$ cat config.mk
export PLATFORM = sky130hd
export DESIGN_NAME = fan_pwm_chan
export DESIGN_NICKNAME = d
export VERILOG_FILES = /design/src/rtl/fpwm_pkg.sv /design/src/rtl/fpwm_prescale.sv /design/src/rtl/fpwm_core.sv /design/src/rtl/fan_pwm_chan.sv
export SDC_FILE = /design/constraint.sdc
export NUM_CORES = 1
export LEC_CHECK = 0
export BUFFER_PORTS_ARGS = -buffer_cell sky130_fd_sc_hd__buf_2
export CAP_MARGIN = 20
export CORE_MARGIN = 2
export CORE_UTILIZATION = 25
export CTS_BUF_LIST = sky130_fd_sc_hd__clkbuf_2
export CTS_CLUSTER_SIZE = 20
export DETAILED_ROUTE_END_ITERATION = 7
export GPL_TIMING_DRIVEN = 0
export PLACE_DENSITY = 0.41
export SETUP_SLACK_MARGIN = 0.4
export SYNTH_ARGS = -nofsm -noshare
export SYNTH_HDL_FRONTEND = slang
export SYNTH_SLANG_ARGS = --single-unit
$ cat constraint.sdc
create_clock -name clk -period 4.14 [get_ports clk]
set_input_delay 0 -clock clk [delete_from_list [all_inputs] [get_ports clk]]
set_output_delay 0 -clock clk [all_outputs]
set_load 0.01 [all_outputs]
$ cat src/rtl/fpwm_pkg.sv
package fpwm_pkg;
   localparam int PT_W = 8;

   typedef struct packed {
      logic [PT_W-1:0] per;
      logic [PT_W-1:0] alt;
      logic [PT_W-1:0] fall;
      logic [PT_W-1:0] rise;
   } fpwm_duty_t;
endpackage

$ cat src/rtl/fpwm_prescale.sv
module fpwm_prescale #(
   parameter int EXP_W = 4,
   parameter int LIN_W = 8
) (
   input  logic             clk,
   input  logic             rst_n,
   input  logic             en,
   input  logic [EXP_W-1:0] exp_code,
   input  logic [LIN_W-1:0] lin_code,
   output logic             tick
);
   localparam int EXP_CNT_W = (1 << EXP_W) - 1;

   logic [EXP_CNT_W-1:0] e_cnt, e_lim;
   logic [LIN_W-1:0]     l_cnt;
   logic                 e_tick;

   // the limit is 2^n - 1: a mask of n low ones
   assign e_lim  = ~({EXP_CNT_W{1'b1}} << exp_code);
   assign e_tick = en && (e_cnt >= e_lim);
   assign tick   = e_tick && (l_cnt >= lin_code);

   always_ff @(posedge clk or negedge rst_n) begin
      if (!rst_n)      e_cnt <= '0;
      else if (!en)    e_cnt <= '0;
      else if (e_tick) e_cnt <= '0;
      else             e_cnt <= e_cnt + 1'b1;
   end

   always_ff @(posedge clk or negedge rst_n) begin
      if (!rst_n)      l_cnt <= '0;
      else if (!en)    l_cnt <= '0;
      else if (tick)   l_cnt <= '0;
      else if (e_tick) l_cnt <= l_cnt + 1'b1;
   end
endmodule

$ cat src/rtl/fpwm_core.sv
module fpwm_core
   import fpwm_pkg::*;
(
   input  logic            clk,
   input  logic            rst_n,
   input  logic            en,
   input  logic            tick,
   input  logic            sync_dis,
   input  logic            wd_en,
   input  logic            wd_sel,
   input  logic            wd_evt,
   input  logic [31:0]     duty_i,
   output logic [PT_W-1:0] cnt_o,
   output logic [PT_W-1:0] per_o,
   output logic [PT_W-1:0] rise_o,
   output logic [PT_W-1:0] fall_o,
   output logic            wave_o
);
   fpwm_duty_t      d;
   logic [PT_W-1:0] cnt_q, per_q, rise_q, fall_q, alt_q;
   logic            wd_hit, wrap, load;

   assign d    = fpwm_duty_t'(duty_i);
   assign wrap = tick && (cnt_q >= per_q);
   assign load = !en || sync_dis || wrap;

   always_ff @(posedge clk or negedge rst_n) begin
      if (!rst_n)     cnt_q <= '0;
      else if (!en)   cnt_q <= '0;
      else if (wrap)  cnt_q <= '0;
      else if (tick)  cnt_q <= cnt_q + 1'b1;
   end

   // the duty input acts as the shadow copy; the active set follows it at load
   always_ff @(posedge clk or negedge rst_n) begin
      if (!rst_n) begin
         per_q  <= '0;
         rise_q <= '0;
         fall_q <= '0;
      end else if (load) begin
         per_q  <= d.per;
         rise_q <= d.rise;
         fall_q <= d.fall;
      end
   end

   always_ff @(posedge clk or negedge rst_n) begin
      if (!rst_n) begin
         wd_hit <= 1'b0;
         alt_q  <= '0;
      end else if (!en) begin
         wd_hit <= 1'b0;
      end else if (wd_en && wd_evt) begin
         wd_hit <= 1'b1;
         alt_q  <= d.alt;
      end
   end

   assign rise_o = (wd_hit && !wd_sel) ? alt_q : rise_q;
   assign fall_o = (wd_hit &&  wd_sel) ? alt_q : fall_q;

   // fall compare has priority so equal points give an idle cycle
   always_ff @(posedge clk or negedge rst_n) begin
      if (!rst_n)                wave_o <= 1'b0;
      else if (!en)              wave_o <= 1'b0;
      else if (cnt_q == fall_o)  wave_o <= 1'b0;
      else if (cnt_q == rise_o)  wave_o <= 1'b1;
   end

   assign cnt_o = cnt_q;
   assign per_o = per_q;
endmodule

$ cat src/rtl/fan_pwm_chan.sv
module fan_pwm_chan
   import fpwm_pkg::*;
#(
   parameter int EXP_W   = 4,
   parameter int LIN_W   = 8,
   parameter bit OUT_REG = 1'b1
) (
   input  logic             clk,
   input  logic             rst_n,
   input  logic [31:0]      cfg_duty,
   input  logic [EXP_W-1:0] cfg_exp,
   input  logic [LIN_W-1:0] cfg_lin,
   input  logic             cfg_clk_en,
   input  logic             cfg_pin_en,
   input  logic             cfg_inv,
   input  logic             cfg_od,
   input  logic             cfg_force,
   input  logic             cfg_sync_dis,
   input  logic             cfg_wd_en,
   input  logic             cfg_wd_sel,
   input  logic             wd_evt,
   output logic             pwm_o,
   output logic             pwm_oe
);
   if (EXP_W < 1 || EXP_W > 5) begin : g_bad_exp
      $error("fan_pwm_chan: EXP_W out of range");
   end
   if (LIN_W < 1 || LIN_W > 16) begin : g_bad_lin
      $error("fan_pwm_chan: LIN_W out of range");
   end

   logic            chan_en, pre_tick, wave_q, lvl_d;
   logic [PT_W-1:0] cnt_q, per_act, rise_act, fall_act;

   assign chan_en = cfg_clk_en & cfg_pin_en;

   fpwm_prescale #(.EXP_W(EXP_W), .LIN_W(LIN_W)) u_pre (
      .clk      (clk),
      .rst_n    (rst_n),
      .en       (chan_en),
      .exp_code (cfg_exp),
      .lin_code (cfg_lin),
      .tick     (pre_tick)
   );

   fpwm_core u_core (
      .clk      (clk),
      .rst_n    (rst_n),
      .en       (chan_en),
      .tick     (pre_tick),
      .sync_dis (cfg_sync_dis),
      .wd_en    (cfg_wd_en),
      .wd_sel   (cfg_wd_sel),
      .wd_evt   (wd_evt),
      .duty_i   (cfg_duty),
      .cnt_o    (cnt_q),
      .per_o    (per_act),
      .rise_o   (rise_act),
      .fall_o   (fall_act),
      .wave_o   (wave_q)
   );

   assign lvl_d = cfg_inv ^ (chan_en & (cfg_force | wave_q));

   if (OUT_REG) begin : g_out_reg
      always_ff @(posedge clk or negedge rst_n) begin
         if (!rst_n) pwm_o <= 1'b0;
         else        pwm_o <= lvl_d;
      end
   end else begin : g_out_comb
      assign pwm_o = lvl_d;
   end

   assign pwm_oe = ~cfg_od | ~pwm_o;
endmodule

Word level (Yosys, flattened, before mapping)
Cells that the tools add are included.
{"block": "word_totals", "reg_bits": 66, "output_inout_bits": 2, "wordCells": 57}
{"block": "classes", "n_addsub": 3, "n_lt_le_gt_ge": 3, "eq_ne": 6, "shifts": 1, "n_mux": 15, "n_bitwise": 8, "reduce_logical": 11}
{"op": "8-bit two-way mux", "n": 8}
{"op": "15-bit two-way mux", "n": 2}
{"op": "8-bit by 1-bit adder with 8-bit output (second input constant)", "n": 2}
{"op": "8-bit equality test", "n": 2}
{"op": "8-bit >= comparator", "n": 2}
{"op": "15-bit by 1-bit adder with 15-bit output (second input constant)", "n": 1}
{"op": "15-bit >= comparator", "n": 1}
{"op": "15-bit inverter", "n": 1}
{"op": "15-bit by 4-bit << shifter with 15-bit output (first input constant)", "n": 1}
{"op": "3-bit by 1-bit != test with 1-bit output (second input constant)", "n": 3}
{"op": "1-bit logical AND", "n": 6}
{"op": "1-bit two-way mux", "n": 5}
{"op": "1-bit AND", "n": 2}
{"op": "1-bit zero test", "n": 2}
{"op": "1-bit logical OR", "n": 2}
{"op": "2-bit by 1-bit != test with 1-bit output (second input constant)", "n": 1}
{"op": "1-bit inverter", "n": 2}
{"op": "1-bit OR", "n": 2}
{"op": "2-bit AND reduction", "n": 1}
{"op": "1-bit XOR", "n": 1}

Longest topological paths before layout
Gate-level depths: netlist (run 1).
{"block": "logic_depth", "depth_word": 8, "mapped_depth": 12, "depth_no_buf": 9}

By module
A second synthesis (run 1) with hierarchy kept.
{"block": "hier_totals", "hier_cells": 439, "area_unflattened_um2": 4360.4}
{"mod": "fpwm_core", "n_inst": 1, "cells_per_inst": 232, "area_each_um2": 2560.0, "seq_area_each_um2": 1051.0}
{"mod": "fpwm_prescale", "n_inst": 1, "cells_per_inst": 202, "area_each_um2": 1744.2, "seq_area_each_um2": 575.6}
{"mod": "fan_pwm_chan", "n_inst": 1, "cells_per_inst": 5, "area_each_um2": 56.3, "seq_area_each_um2": 25.0}

Least setup slack after synthesis (run 1)
No wires, ideal clock.
{"block": "synth_timing", "kind": "flip-flop to flip-flop", "from": "register u_pre.e_cnt[0]", "to": "register u_core.fall_q[0]", "setup_time_ns": 0.125, "arrival_time_ns": 2.413, "t_required_ns": 4.015, "setup_slack_ns": 1.602, "stages_incl_launch_ff": 11, "n_path_buf": 2, "path_cell_list": "dfrtp_1 > inv_1 > ha_1 > nand2b_4 > a211oi_2 > o211ai_2 > a221o_1 > a311o_1 > buf_6 > buf_6 > mux2_4"}
{"block": "synth_via", "elab_chain_cells": 5}
{"element": "from (decl)", "line": "fpwm_prescale.sv:14", "source": "logic [EXP_CNT_W-1:0] e_cnt, e_lim;"}
{"element": "from (signal assigned)", "line": "fpwm_prescale.sv:27", "source": "else e_cnt <= e_cnt + 1'b1;"}
{"element": "15-bit >= comparator", "line": "fpwm_prescale.sv:20", "source": "assign e_tick = en && (e_cnt >= e_lim);"}
{"element": "1-bit logical AND", "line": "fpwm_prescale.sv:20"}
{"element": "1-bit logical AND", "line": "fpwm_prescale.sv:21", "source": "assign tick = e_tick && (l_cnt >= lin_code);"}
{"element": "1-bit logical AND", "line": "fpwm_core.sv:24", "source": "assign wrap = tick && (cnt_q >= per_q);"}
{"element": "1-bit logical OR", "line": "fpwm_core.sv:25", "source": "assign load = !en || sync_dis || wrap;"}
{"element": "to (signal assigned)", "line": "fpwm_core.sv:43", "source": "fall_q <= d.fall;"}
{"element": "to (decl)", "line": "fpwm_core.sv:20", "source": "logic [PT_W-1:0] cnt_q, per_q, rise_q, fall_q, alt_q;"}
No other way between the ends.
A chain may end at the register's enable or synchronous reset.

Worst setup path after layout (run 1)
{"block": "layout_timing", "from": "register u_pre.e_cnt[0]", "to": "register u_core.rise_q[2]"}
{"block": "layout_via", "elab_chain_cells": 5}
{"element": "15-bit >= comparator", "line": "fpwm_prescale.sv:20"}
{"element": "1-bit logical AND", "line": "fpwm_prescale.sv:20"}
{"element": "1-bit logical AND", "line": "fpwm_prescale.sv:21"}
{"element": "1-bit logical AND", "line": "fpwm_core.sv:24"}
{"element": "1-bit logical OR", "line": "fpwm_core.sv:25"}
{"element": "to (signal assigned)", "line": "fpwm_core.sv:42", "source": "rise_q <= d.rise;"}
{"element": "to (decl)", "line": "fpwm_core.sv:20"}
No other way between the ends.

==> impl_metrics.yaml, run 1 <==
die:
  fp.dieArea_sq_um: 17500
  ios: 57
  die_x_um: 132
  initial_core_util: 0.258
  num_rows: 46
  core_sq_um: 16000
  chipHeight_um: 132
timing:
  worst_pin_slew_ns: 0.859
  post-route-min-period_ns: 3.18
  fmax_mhz: 314
  setup-tns-final_ns: 0
  maxSlewViolCount: 0
  clock_skew_ns: 0.0333
  setup_violations: 0
  timing.final.crit_share: 0.769
  grt_setup_unrepaired: "no"
  hold_violations: 0
  slew_headroom: 0.427
finish:
  area_growth_pct: 26.8
  fill_cells: 1695
  final_core_util: 0.327
  area.sequential_sq_um: 1650
  fin_nets: 593
  antenna_cells: 0
  multi_input_area_sq_um: 2290
  fin_cells: 725
  drive_gt1_frac: 0.222
power_and_ir_drop:
  pwr-share-seq: 0.521
  p_comb_frac: 0.156
  power_switching_mw: 0.355
  power_switching_share: 0.261
  peakVddDrop_mv: 0.124
  p_per_area_nw_per_um2: 260
  internal_power_mw: 1.00
  p_leak_nw: 2.51
  clkPwrFrac: 0.323
grt:
  grt_pass1_vias: 3321
  grt_max_degree: 67
  grt_usage: 0.122
  grt_pass1_wl_um: 17000
  grt_overflow: 0
  antenna_found_initial: 0
worst_setup_path:
  critPathMaxFanout: 7
  crit_path_end_kind: "register"
  criticalPathCategory: "register to register"
  required_ns: 4.55
  critPathArrivalTime_ns: 3.59
  startpoint_type: "register"
synthesis:
  syn_nets: 484
  ys_seq_area_frac: 0.401
  synth_edf_count: 0
  synthCells: 395
  netlist_area_sq_um: 4120
  ys_seq_elements: 66
  synth_ff_type: "dfrtp_1"
  ys_warn_count: 0
  synth.distinct_cells: 48
  avgSynthCellArea_sq_um: 10.4
  async_reset_ff_frac: 1.00
routing:
  finalWirelength_um: 9860
  drc_errors: 0
  viasPerCell: 4.45
  via_count: 3228
  drt_iter0_drc: 163
  detail-route-antenna-nets: 0
  wl_per_cell_um: 13.6
  first_pass_iters: 4
clock_tree:
  htree_levels: 3
  clkSlewWorstSetupHoldPaths_ns: 0.19
  clockBufferDepth: 2
  tritoncts: "done"
  cts_setup_buffers: 0
  clk_latency_ns: 0.51
  cts-root-buf: "clkbuf_2"
  cts_made_buffers: 9
  clock-sinks: 66
status:
  status: "complete, no violations"
flow_run:
  cap_viol_max_count: 0
placed_design:
  dp_cells: 667
  portBuffers: 56
  dp_hpwl_um: 7300
  routabilityCongestion: 0.766
hold_path:
  min_path_type: "primary input to register"
==> critical path, cell delays in order (launching register included) <==
cell	delay, ns
dfrtp_1	0.50
inv_1	0.07
ha_1	0.29
nand2b_4	0.14
a211oi_2	0.23
o211ai_2	0.18
a221o_1	0.41
a311o_1	0.30
buf_6	0.15
mux2_2	0.26
dlygate4sd3_1	0.56
==> synthesized netlist by cell type (3+ instances only) <==
cell      number  area share
mux2_4        20       0.073
clkbuf_1       7      0.0064
o21ai_0       19       0.023
mux2_2        12       0.033
nand2b_1       3      0.0046
o31ai_1        3      0.0055
or3_1          7       0.011
nand2_1       14       0.013
mux2i_1       16       0.039
buf_6          3      0.0082
a21o_1         3      0.0055
inv_1         28       0.026
nand4_1        6      0.0091
o211ai_1       3      0.0055
nor3_1         6      0.0073
and2_1         5      0.0076
nor2_1        22       0.020
xnor2_1       22       0.047
ha_1          34        0.10
a21oi_1       23       0.028
nor4_1         5      0.0076
xor2_1         8       0.017
dfrtp_1       66        0.40
and3_1         8       0.012
nand3_1       24       0.029
==> power groups by stage <==
stage	logic, mW	registers, mW	clock network (mW)
floorplan	0.117	0.711	0
global placement	0.181	0.718	0
detailed placement	0.184	0.719	0
CTS	0.216	0.707	0.467
global route	0.239	0.712	0.491
finish	0.212	0.707	0.438
==> state kept, by name, summed over array words and instances, names as in the netlist <==
register and count:
u_core.alt_q 8, pwm_o 1, u_core.per_o 8, u_core.wd_hit 1, u_core.wave_o 1, u_pre.e_cnt 15
u_core.cnt_o 8, u_pre.l_cnt 8, u_core.fall_q 8, u_core.rise_q 8
==> cell type report <==
class                   instances  area share
multi-input cells             289       0.439
flip-flops and latches         66       0.316
clock buffers                  10     0.00958
repair buffers                 98       0.135
plain buffers                  12      0.0134
clock inverters                 6      0.0156
inverters                      28      0.0201
well taps                     216      0.0517
==> metal layers <==
metal  GRT usage  vias to the layer above  wire [um]
li1            -                     1635          -
met1       0.163                     1524       4860
met2       0.191                       57       4470
met3      0.0285                       12        337
met4      0.0460                        0        185
met5           0                        -          0
==> cell usage in the layout (no fill, tap or decap), drive strengths merged, types with 2 or more instances in the layout <==
cell type,n
a211oi,3
a21o,3
a21oi,23
and2,5
and3,8
and4,2
buf,61
bufinv,2
clkbuf,17
clkinv,3
dfrtp,66
dlygate4sd3,42
ha,34
inv,28
mux2,32
mux2i,16
nand2,14
nand2b,4
nand3,24
nand4,6
nor2,22
nor3,7
nor4,5
o211ai,4
o21a,2
o21ai,19
o221ai,2
o31ai,3
or3,7
xnor2,22
xor2,8
==> kinds of logic after synthesis <==
logic type / count (synthesis) / synth area share
buffers and inverters: 40 / 0.0425
AOI/OAI and AO/OA: 70 / 0.108
DFF: 66 / 0.401
and+or+nand+nor: 107 / 0.137
xor gates and xnor gates: 30 / 0.0638
muxes: 48 / 0.145
adders and majority gates: 34 / 0.103
==> what timing repair did <==
item	4_1_cts	5_1_grt
hold buffers	41	1
gates resized for setup	0	0
setup endpoints to repair	0	0
endpoints found under the hold margin	100	1
==> metrics by stage <==
stage / area (sq um) / total power, mW / hold slack [ns] / setup slack [ns]
2_1_floorplan: 4120 / 0.828 / -0.296 / 1.60
3_3_place_gp: 4670 / 0.899 / 0.233 / 1.19
6_report: 5230 / 1.36 / 0.0377 / 0.955
3_5_place_dp: 4670 / 0.902 / 0.178 / 1.13
5_1_grt: 5230 / 1.44 / 0.00376 / 0.625
4_1_cts: 5220 / 1.39 / 0.00841 / 0.952
==> final timing paths <==
path | cells after the start | start | slack [ns] | end
min in group asynchronous | 2 | rst_n | 0.11 | u_core.rise_q[0]
max in group asynchronous | 2 | rst_n | 3.44 | u_pre.l_cnt[3]
min reg2reg | 1 | u_core.per_o[2] | 0.54 | u_core.per_o[2]
min | 3 | cfg_clk_en | 0.04 | u_pre.l_cnt[0]
max | 10 | u_pre.e_cnt[0] | 0.96 | u_core.rise_q[2]
max reg2reg | 10 | u_pre.e_cnt[0] | 0.96 | u_core.rise_q[2]
Power figures use the tool's default switching activity.
==> inputs of run 2 (changes only) <==
--- a/config.mk
+++ b/config.mk
@@ -5,6 +5,7 @@
 export SDC_FILE = /design/constraint.sdc
 export NUM_CORES = 1
 export LEC_CHECK = 0
+export ABC_AREA = 1
 export BUFFER_PORTS_ARGS = -buffer_cell sky130_fd_sc_hd__buf_2
 export CAP_MARGIN = 20
 export CORE_MARGIN = 2
@@ -13,7 +14,7 @@
 export CTS_CLUSTER_SIZE = 20
 export DETAILED_ROUTE_END_ITERATION = 7
 export GPL_TIMING_DRIVEN = 0
-export PLACE_DENSITY = 0.41
+export PLACE_DENSITY = 0.42
 export SETUP_SLACK_MARGIN = 0.4
 export SYNTH_ARGS = -nofsm -noshare
 export SYNTH_HDL_FRONTEND = slang
==> constraint.sdc (replaced) <==
create_clock -name clk -period 2.9 [get_ports clk]
set_input_delay 0 -clock clk [delete_from_list [all_inputs] [get_ports clk]]
set_output_delay 0 -clock clk [all_outputs]
set_load 0.01 [all_outputs]
==> run 2 against run 1 <==
First-iteration DRC count up 4.3%; sequential share of layout area down 1.2 points; non-clock buffer count up 8; critical path depth down 1; die area up 6.1%; core utilization down 1.2 points; sequential cell count unchanged.
==> impl_metrics.yaml, run 2 <==
status:
  status: "complete, no violations"
hold_path:
  min-delay-start: "wd_evt"
  min_path_type: "primary input to register"
  holdPathStages: 4
  worst_hold_path.endpoint: "u_core.alt_q[6]"
worst_setup_path:
  reg2regPathDepth: 9
  max_stage_delay_ns: 0.47
  critPathArrivalTime_ns: 2.51
  cp.depth: 9
  startpoint_type: "register"
  critPathMaxFanout: 10
  rrSetupSlack_ns: 0.78
  crit_path_top_delay_cell: "dfrtp_1"
  crit_path_end_kind: "register"
  r2r_start: "u_pre.l_cnt[5]"
  criticalPathCategory: "register to register"
  critical-path-top-delay-family: "simple AND/OR/NAND/NOR gates"
  crit_chain: "ha_1 > nand2_1 > nor2_1 > nand4_1 > nand3_2 > nand4_4 > buf_2 > nand3_1 > nand2_1"
  required_ns: 3.29
  worstReg2RegEnd: "u_core.fall_q[0]"
  worst-path-buf-inv: 1
  path_common_cell: "nand2_1"
placed_design:
  dp_hpwl_um: 8080
  portBuffers: 54
  routabilityCongestion: 0.767
die:
  num_rows: 48
  fp.dieArea_sq_um: 18600
  ios: 57
  core_sq_um: 17200
  die_x_um: 136
  initial_core_util: 0.254
  chipHeight_um: 136
routing:
  finalWirelength_um: 10600
  drc_errors: 0
  via_count: 3835
  first_pass_iters: 4
  detail-route-antenna-nets: 0
  viasPerCell: 4.23
  wl_per_cell_um: 11.7
  drt_iter0_drc: 170
power_and_ir_drop:
  p_leak_nw: 2.90
  peakVddDrop_mv: 0.165
  p_per_area_nw_per_um2: 320
finish:
  final_cell_mix: "nand2_1, inv_1, dfrtp_1"
  multi_input_area_sq_um: 2310
  largest_reg_flops: 15
  final_core_util: 0.315
  drive_gt1_frac: 0.144
  fill_cells: 1876
  final_common_cell: "nand2_1"
  antenna_cells: 0
  area_growth_pct: 23.9
  area.sequential_sq_um: 1650
  regMostFlops: "u_pre.e_cnt"
  fin_nets: 768
clock_tree:
  cts_setup_buffers: 0
  clock-sinks: 66
  cts_made_buffers: 9
  cts-root-buf: "clkbuf_2"
  tritoncts: "done"
  clkSlewWorstSetupHoldPaths_ns: 0.16
  clk_latency_ns: 0.50
  htree_levels: 3
  clockBufferDepth: 2
synthesis:
  synth.area.mux_share: 0
  syn_nets: 660
  synth.distinct_cells: 31
  synth_edf_count: 0
  ys_seq_area_frac: 0.377
  avgSynthCellArea_sq_um: 7.67
  synth_compound_area_frac: 0.0754
  ys_seq_elements: 66
  synthAdderAreaFrac: 0.0971
  synth_ff_type: "dfrtp_1"
  yosysTopAreaCell: "dfrtp_1"
  synth_xor_area_frac: 0.0640
  async_reset_ff_frac: 1.00
  synthDominantCellAreaShare: 0.377
  synth_simple_gate_area_frac: 0.292
  ys_top_cells_by_count: "nand2_1, inv_1, dfrtp_1"
  synth_area_leaders: "dfrtp_1, nand2_1, ha_1"
  synth_top_family_by_area: "simple AND/OR/NAND/NOR gates"
  yosysMostFrequentCell: "nand2_1"
  ys_warn_count: 0
  netlist_area_sq_um: 4380
  synthCells: 571
flow_run:
  cap_viol_max_count: 0
grt:
  grt_pass1_wl_um: 18400
  grt_usage: 0.124
  grt_pass1_vias: 3995
  antenna_found_initial: 0
  grt_max_degree: 67
  grt_overflow: 0
timing:
  clock_skew_ns: 0.0225
  post-route-min-period_ns: 2.12
  maxSlewViolCount: 0
  worst_pin_slew_ns: 0.885
  timing.final.crit_share: 0.730
  hold-worst-slack_ns: 0.0244
  grt_setup_unrepaired: "no"
  slew_headroom: 0.410
  hold_violations: 0
  setup_violations: 0
  setup-tns-final_ns: 0
  fmax_mhz: 472
[run 2: power breakdown]
group	leakage, nW	total, mW	switching (mW)	internal (mW)
Sequential	0.854	1.00	0.0321	0.970
Combinational	1.99	0.309	0.161	0.148
Clock	0.0488	0.425	0.323	0.101
Total	2.90	1.74	0.516	1.22
[run 2: how the worst max path moves through the flow]
stage,start,endpoint,slack (ns)
after detailed placement,cfg_exp[3],u_core.per_o[5],0.64
after CTS,u_pre.e_cnt[6],u_core.fall_q[0],0.77
after global routing,u_pre.e_cnt[6],u_pre.e_cnt[11],0.58
final,u_pre.l_cnt[5],u_core.fall_q[0],0.78
after floorplan,cfg_exp[3],u_core.cnt_o[3],1.05
after global placement,cfg_exp[3],u_core.fall_q[7],0.67
[run 2: layout make-up]
cell class                 count  share of cell area
buffer                        21              0.0251
clock buffer                  11              0.0101
clock inverter                 2             0.00138
inverter                      74              0.0512
multi-input combinational    410               0.426
sequential                    66               0.304
tap                          225              0.0519
timing repair buffer          97               0.130
[run 2: kinds of logic after synthesis]
| group | Yosys count |
|---|---|
| and+or+nand+nor | 283 |
| AOI/OAI and AO/OA | 61 |
| xor gates and xnor gates | 32 |
| DFF | 66 |
| adders and majority gates | 34 |
| buffers and inverters | 95 |
[run 2: through the flow]
step           total power [mW]  cells  setup WS [ns]  area (sq um)
5_1_grt                    1.86    906          0.580          5430
3_5_place_dp               1.28    850          0.644          4930
6_report                   1.74    906          0.782          5430
3_3_place_gp               1.28    850          0.670          4930
2_1_floorplan              1.17    571           1.05          4380
4_1_cts                    1.78    906          0.766          5430
[run 2: layer usage]
| metal | vias up | track usage | wire length [um] |
|---|---|---|---|
| li1 | 2028 | - | - |
| met1 | 1741 | 0.155 | 5040 |
| met2 | 57 | 0.220 | 5180 |
| met3 | 9 | 0.0213 | 263 |
| met4 | 0 | 0.0365 | 107 |
| met5 | - | 0 | 0 |
[run 2: what timing repair did]
action	in CTS	in global routing
gates resized for setup	0	0
endpoints found under the hold margin	105	0
endpoints found under the setup margin	0	0
hold buffers	43	0
[run 2: worst min-delay path, cell delays in order]
cell	delay, ns
buf_2	0.10
nand3_1	0.25
nand2_1	0.09
nand2_1	0.06
